[config.mk]
export PLATFORM = sky130hd
export DESIGN_NAME = keyed_window_wdt
export DESIGN_NICKNAME = d
export VERILOG_FILES = /design/src/rtl/wwdt_pkg.sv /design/src/rtl/wwdt_counter.sv /design/src/rtl/wwdt_window.sv /design/src/rtl/wwdt_judge.sv /design/src/rtl/keyed_window_wdt.sv
export SDC_FILE = /design/constraint.sdc
export NUM_CORES = 1
export LEC_CHECK = 0
export BUFFER_PORTS_ARGS = -buffer_cell sky130_fd_sc_hd__buf_2
export CAP_MARGIN = 20
export CORE_MARGIN = 1.5
export CORE_UTILIZATION = 49
export DETAILED_ROUTE_END_ITERATION = 12
export PLACE_DENSITY_LB_ADDON = 0.2
export SYNTH_ARGS = -nofsm -noshare
export SYNTH_HDL_FRONTEND = slang
export SYNTH_HIERARCHICAL = 1
export SYNTH_SLANG_ARGS = --single-unit
[constraint.sdc]
create_clock -name clk -period 4.9 [get_ports clk]
set_input_delay 0.98 -clock clk [delete_from_list [all_inputs] [get_ports clk]]
set_output_delay 0.98 -clock clk [all_outputs]
set_load 0.005 [all_outputs]
[src/rtl/wwdt_pkg.sv]
package wwdt_pkg;

  typedef struct packed {
    logic       en;
    logic [2:0] ovf_code;
    logic [1:0] win_code;
  } wdt_cfg_t;

  function automatic wdt_cfg_t decode_opt(input logic [6:1] opt);
    wdt_cfg_t c;
    c.en       = opt[4];
    c.ovf_code = opt[3:1];
    c.win_code = opt[6:5];
    return c;
  endfunction

  function automatic logic [31:0] period_of(input int min_exp, input logic [2:0] code);
    return 32'h1 << (min_exp + int'(code));
  endfunction

  function automatic logic [31:0] window_start(input logic [31:0] per, input logic [1:0] w);
    return per - (per >> 2) * (32'(w) + 32'd1);
  endfunction

endpackage

[src/rtl/wwdt_counter.sv]
module wwdt_counter #(
  parameter int CNT_W = 17
) (
  input  logic             clk,
  input  logic             rst_n,
  input  logic             run,
  input  logic             restart,
  output logic [CNT_W-1:0] count
);

  always_ff @(posedge clk or negedge rst_n) begin
    if (!rst_n)       count <= '0;
    else if (restart) count <= '0;
    else if (run)     count <= count + 1'b1;
  end

  assert_restart_zero_R10: assert property (@(posedge clk) disable iff (!rst_n)
    restart |=> (count == '0));

  assert_stopped_hold_R2: assert property (@(posedge clk) disable iff (!rst_n)
    (!run && !restart) |=> $stable(count));

endmodule

[src/rtl/wwdt_window.sv]
module wwdt_window
  import wwdt_pkg::*;
#(
  parameter int MIN_EXP = 10,
  parameter int CNT_W   = MIN_EXP + 7
) (
  input  wdt_cfg_t         cfg,
  input  logic [CNT_W-1:0] count,
  output logic             at_term,
  output logic             win_open
);

  logic [31:0] per;
  logic [31:0] open_from;
  logic [31:0] cnt_ext;

  assign per       = period_of(MIN_EXP, cfg.ovf_code);
  assign open_from = window_start(per, cfg.win_code);
  assign cnt_ext   = {{(32-CNT_W){1'b0}}, count};
  assign at_term   = (cnt_ext == per - 32'd1);
  assign win_open  = (cnt_ext >= open_from);

endmodule

[src/rtl/wwdt_judge.sv]
module wwdt_judge #(
  parameter logic [7:0] KEY_VAL = 8'hAC
) (
  input  logic       en,
  input  logic       key_wr,
  input  logic [7:0] key_data,
  input  logic       key_bitop,
  input  logic       illegal_acc,
  input  logic       first_done,
  input  logic       win_open,
  input  logic       at_term,
  output logic       valid_clear,
  output logic       violation,
  output logic       overflow
);

  logic key_ok;
  logic in_time;

  assign key_ok      = (key_data == KEY_VAL) && !key_bitop;
  assign in_time     = !first_done || win_open;
  assign valid_clear = en && key_wr && key_ok && in_time;
  assign violation   = en && ((key_wr && (!key_ok || !in_time)) || illegal_acc);
  assign overflow    = en && at_term && !valid_clear;

endmodule

[src/rtl/keyed_window_wdt.sv]
module keyed_window_wdt
  import wwdt_pkg::*;
#(
  parameter int         MIN_EXP = 10,
  parameter logic [7:0] KEY_VAL = 8'hAC
) (
  input  logic       clk,
  input  logic       rst_n,
  input  logic [7:0] opt_byte,
  input  logic       key_wr,
  input  logic [7:0] key_data,
  input  logic       key_bitop,
  input  logic       illegal_acc,
  output logic       rst_req
);

  localparam int CNT_W = MIN_EXP + 7;

  wdt_cfg_t         cfg;
  logic [CNT_W-1:0] count;
  logic             at_term;
  logic             win_open;
  logic             first_done;
  logic             valid_clear;
  logic             violation;
  logic             overflow;
  logic             event_req;
  logic             restart;
  logic             unused_opt;

  assign cfg        = decode_opt(opt_byte[6:1]);
  assign unused_opt = ^{opt_byte[7], opt_byte[0]};
  assign event_req  = violation || overflow;
  assign restart    = valid_clear || event_req;

  wwdt_counter #(.CNT_W(CNT_W)) cnt_i (
    .clk     (clk),
    .rst_n   (rst_n),
    .run     (cfg.en),
    .restart (restart),
    .count   (count)
  );

  wwdt_window #(.MIN_EXP(MIN_EXP), .CNT_W(CNT_W)) win_i (
    .cfg      (cfg),
    .count    (count),
    .at_term  (at_term),
    .win_open (win_open)
  );

  wwdt_judge #(.KEY_VAL(KEY_VAL)) judge_i (
    .en          (cfg.en),
    .key_wr      (key_wr),
    .key_data    (key_data),
    .key_bitop   (key_bitop),
    .illegal_acc (illegal_acc),
    .first_done  (first_done),
    .win_open    (win_open),
    .at_term     (at_term),
    .valid_clear (valid_clear),
    .violation   (violation),
    .overflow    (overflow)
  );

  always_ff @(posedge clk or negedge rst_n) begin
    if (!rst_n) begin
      rst_req    <= 1'b0;
      first_done <= 1'b0;
    end else begin
      rst_req <= event_req;
      if (event_req)        first_done <= 1'b0;
      else if (valid_clear) first_done <= 1'b1;
    end
  end

  assert_disabled_quiet_R2: assert property (@(posedge clk) disable iff (!rst_n)
    !cfg.en |=> !rst_req);

  assert_overflow_fires_R3: assert property (@(posedge clk) disable iff (!rst_n)
    overflow |=> rst_req);

  assert_valid_restarts_R4: assert property (@(posedge clk) disable iff (!rst_n)
    (valid_clear && !illegal_acc) |=> (count == '0 && !rst_req && first_done));

  assert_closed_write_R6: assert property (@(posedge clk) disable iff (!rst_n)
    (cfg.en && key_wr && first_done && !win_open) |=> rst_req);

  assert_bad_key_R7: assert property (@(posedge clk) disable iff (!rst_n)
    (cfg.en && key_wr && key_data != KEY_VAL) |=> rst_req);

  assert_bitop_R8: assert property (@(posedge clk) disable iff (!rst_n)
    (cfg.en && key_wr && key_bitop) |=> rst_req);

  assert_illegal_R9: assert property (@(posedge clk) disable iff (!rst_n)
    (cfg.en && illegal_acc) |=> rst_req);

  assert_restart_state_R10: assert property (@(posedge clk) disable iff (!rst_n)
    rst_req |-> (count == '0 && !first_done));

endmodule

==> metrics.txt <==
# TYPE chip_impl_metric gauge
chip_impl_metric{name="detail_route.vias_per_cell",unit=""} 5.27
chip_impl_metric{name="cts_inserted_buffers",unit=""} 3
chip_impl_metric{name="stdcell_area",unit="um^2"} 7130
chip_impl_metric{name="ys_types",unit=""} 65
chip_impl_metric{name="synthesis.area_per_instance",unit="um^2"} 7.77
chip_impl_info{name="timing.critical_path.mode_cell",value="or3_4"} 1
chip_impl_metric{name="cap_violations",unit=""} 0
chip_impl_info{name="min_path_type",value="reg -> reg"} 1
chip_impl_metric{name="grt_start_max_net_pins",unit=""} 20
chip_impl_metric{name="fmax",unit="MHz"} 130
chip_impl_metric{name="totalWireLength",unit="um"} 13600
chip_impl_metric{name="number_of_port_buffers",unit=""} 19
chip_impl_metric{name="post_synth_inst_count",unit=""} 684
chip_impl_metric{name="hold_viol_final",unit=""} 0
chip_impl_metric{name="detail_route.iter0.violations",unit=""} 339
chip_impl_metric{name="ys_async_sr_fraction",unit="%"} 100
chip_impl_metric{name="via_count",unit=""} 5293
chip_impl_info{name="rsz0062_at_grt",value="true"} 1
chip_impl_metric{name="fin_util",unit="%"} 68.4
chip_impl_metric{name="h-tree-depth",unit=""} 1
chip_impl_metric{name="ant_nets",unit=""} 0
chip_impl_metric{name="gp_congestion",unit=""} 0.913
chip_impl_metric{name="std_cell_rows",unit=""} 37
chip_impl_info{name="worstSetupEndpointType",value="flip-flop"} 1
chip_impl_metric{name="count_of_nets_after_finishing",unit=""} 1006
chip_impl_metric{name="detail_route.wl_per_cell",unit="um"} 13.5
chip_impl_metric{name="cp.required",unit="ns"} 5.08
chip_impl_metric{name="core-area",unit="um^2"} 10400
chip_impl_metric{name="power_density_of_the_placed_cells",unit="nW/um^2"} 225
chip_impl_metric{name="clk_pin_slew_worst_paths",unit="ns"} 0.07
chip_impl_metric{name="setup_total_negative_slack",unit="ns"} -46.66
chip_impl_metric{name="detail_route.first_pass.iterations",unit=""} 5
chip_impl_metric{name="cts-root-to-sink-buffers",unit=""} 2
chip_impl_info{name="cts_root_buffer",value="clkbuf_8"} 1
chip_impl_metric{name="final_hpwl_from_detailed_placement",unit="um"} 11100
chip_impl_metric{name="cts_num_sinks",unit=""} 19
chip_impl_metric{name="multi_input_comb_area",unit="um^2"} 4830
chip_impl_info{name="tritoncts",value="built"} 1
chip_impl_metric{name="setup_ws",unit="ns"} -2.78
chip_impl_metric{name="fillCellCount",unit=""} 861
chip_impl_metric{name="leakagePower",unit="nW"} 3.63
chip_impl_metric{name="holdBufCountCts",unit=""} 0
chip_impl_info{name="critPathKind",value="in -> reg"} 1
chip_impl_metric{name="antenna_violations_before_repair",unit=""} 0
chip_impl_metric{name="groute.usage.overall",unit="%"} 24.9
chip_impl_metric{name="initial_core_util",unit="%"} 51.1
chip_impl_info{name="synth.area.top_cells",value="fa_1, ha_1, dfrtp_1"} 1
chip_impl_metric{name="die_outline_width",unit="um"} 107
chip_impl_metric{name="die_h",unit="um"} 107
chip_impl_metric{name="die_area",unit="um^2"} 11500
chip_impl_metric{name="slew_violations",unit=""} 0
chip_impl_metric{name="vdd_ir_drop_max",unit="V"} 0.000148
chip_impl_metric{name="grt.overflow.total",unit=""} 0
chip_impl_metric{name="area.growth.synth_to_final",unit="%"} 34.0
chip_impl_info{name="cp-start-kind",value="primary input"} 1
chip_impl_metric{name="highest_fanout_seen_on_the_critical_path",unit=""} 7
chip_impl_info{name="yosys.area.top_type",value="fa_1"} 1
chip_impl_metric{name="number_of_register_bits_inferred_by_synthesis",unit=""} 19
chip_impl_metric{name="placedInstanceArea",unit="um^2"} 6700
chip_impl_metric{name="setup_viol",unit=""} 19
chip_impl_info{name="synth_flop_cell",value="dfrtp_1"} 1
chip_impl_info{name="status",value="finished, violations left"} 1
chip_impl_metric{name="seq_area",unit="um^2"} 475
chip_impl_metric{name="grt_pass1_wl",unit="um"} 23500
chip_impl_metric{name="cpPeakStageDelay",unit="ns"} 0.53
chip_impl_metric{name="final_min_period_over_clock_period",unit="%"} 157
chip_impl_info{name="critPathSlowestCell",value="fa_1"} 1
chip_impl_metric{name="io-pin-count",unit=""} 22
chip_impl_metric{name="drc_violations_left",unit=""} 0
chip_impl_info{name="violations",value="negative setup slack"} 1
chip_impl_metric{name="layout_min_cycle_time",unit="ns"} 7.68
chip_impl_metric{name="seq_area_frac_synth",unit="%"} 8.94
chip_impl_metric{name="timing.critical_path.arrival",unit="ns"} 7.86
chip_impl_metric{name="share_of_the_synthesized_area_in_the_top_cell_type",unit="%"} 21.1
chip_impl_metric{name="antenna-diode-count",unit=""} 0
chip_impl_metric{name="clock-skew-final",unit="ns"} 0.00349
chip_impl_metric{name="synth_edf_count",unit=""} 0
chip_impl_metric{name="worst_skew_pair_latency",unit="ns"} 0.25
chip_impl_metric{name="mappedNetlistArea",unit="um^2"} 5320
chip_impl_metric{name="synthesis.yosys.warnings",unit=""} 6
chip_impl_metric{name="via_count_of_the_first_global_routing_pass",unit=""} 5394
chip_impl_metric{name="fraction_of_layout_instances_using_a_drive_strength_above_1",unit="%"} 27.0
## metal layers
metal  vias up  track usage (%)  part of all wire [%]
li1       2598                -                     -
met2       109             45.9                    51
met5         -                0                     0
met4         0             6.29                   1.7
met3        18             1.95                   3.8
met1      2568             31.1                    44
## worst paths after layout
| kind | start | endpoint | cells past startpoint | slack [ns] |
|---|---|---|---|---|
| setup reg to reg | cnt_i/count[14]$_DFFE_PN0P_ | cnt_i/count[15]$_DFFE_PN0P_ | 18 | 0.47 |
| max in group asynchronous | rst_n | cnt_i/count[14]$_DFFE_PN0P_ | 1 | 3.94 |
| setup / recovery | opt_byte[2] | cnt_i/count[15]$_DFFE_PN0P_ | 34 | -2.78 |
| hold reg to reg | first_done$_DFFE_PN0P_ | first_done$_DFFE_PN0P_ | 2 | 0.55 |
| min in group asynchronous | rst_n | cnt_i/count[16]$_DFFE_PN0P_ | 1 | 0.66 |
| hold / removal | first_done$_DFFE_PN0P_ | first_done$_DFFE_PN0P_ | 2 | 0.55 |
## registers in the layout, indices dropped and copies added, names as in the netlist
name / flops
cnt_i/count: 17
first_done: 1
rst_req: 1
## cell usage after synthesis, types with 6 or more instances
master / number
a21o_1: 12
a21oi_1: 39
a31oi_1: 7
buf_2: 9
clkbuf_1: 14
dfrtp_1: 19
fa_1: 56
ha_1: 60
inv_1: 121
nand2_1: 67
nand2b_1: 18
nand3_1: 17
nand4_1: 18
nor2_1: 48
nor3_1: 11
o211ai_1: 6
o21ai_0: 28
or3_1: 8
xnor2_1: 20
xor2_1: 20
## per-stage QoR
stage	hold WS (ns)	std cells	setup slack (ns)	total power (W)
2_1_floorplan	0.472	737	-2.95	0.000982
3_3_place_gp	0.504	986	-3.30	0.00131
3_5_place_dp	0.506	986	-3.56	0.00133
4_1_cts	0.504	1007	-2.69	0.00152
5_1_grt	0.556	1004	-3.13	0.00176
6_report	0.554	1004	-2.78	0.00161
## cells in the final DEF, fill, tap and decap left out, types with 4 or more instances in the layout
cell,synthesis,routed
and3_1,5,4
buf_2,9,17
o21ai_0,28,23
nor3_1,11,7
ha_1,60,52
inv_1,121,113
or3_1,8,5
nor2_1,48,45
xnor2_1,20,20
a21oi_1,39,30
o31ai_1,4,4
a31oi_1,7,7
dfrtp_1,19,19
nand3_1,17,14
nand2_1,67,64
nor3_4,0,4
nand4_1,18,18
a21oi_2,1,10
o211ai_1,6,6
a211oi_1,4,4
buf_4,1,131
or3_4,1,5
a21o_1,12,12
xor2_1,20,20
ha_4,0,8
fa_1,56,56
conb_1,2,55
inv_2,0,6
nand2b_1,18,15
## final cells by class
| cell class | instances | share of cell area, % |
|---|---|---|
| Sequential cell | 19 | 6.67 |
| Inverter | 121 | 6.51 |
| Tap cell | 136 | 2.39 |
| Clock buffer | 3 | 0.579 |
| Multi-Input combinational cell | 571 | 67.8 |
| Clock inverter | 1 | 0.0702 |
| Timing Repair Buffer | 153 | 16.0 |
## cell families after synthesis
kind of cell             Yosys count  synth area share, %
AO/OA/AOI/OAI                    130                 15.8
XOR/XNOR                          40                 6.59
adder cells (fa/ha/maj)          116                 35.2
buffers and inverters            147                 10.7
flip-flops                        19                 8.94
multiplexers                       5                 1.01
other                              2                0.141
AND/OR/NAND/NOR                  225                 21.7
## power by group
| group | switching, W | internal [W] | total, W |
|---|---|---|---|
| logic | 0.000688 | 0.000639 | 0.00133 |
| clock network | 0.0000515 | 0.0000564 | 0.000108 |
| registers | 0.00000969 | 0.000161 | 0.000171 |
| total | 0.000749 | 0.000856 | 0.00161 |
## critical path, delay by kind of cell
kind / cells / cell delay (ns)
buf+inv: 4 / 0.22
compound gates: 9 / 1.32
fa+ha+maj: 5 / 1.96
simple gates: 15 / 3.18
xor+xnor: 1 / 0.17
## repair_timing
item,in CTS,in global routing
buffers inserted,20,4
cloned,0,0
setup endpoints to repair,19,19
pin swaps,28,14
resized for setup,57,14
(Power assumes the default switching activity.)
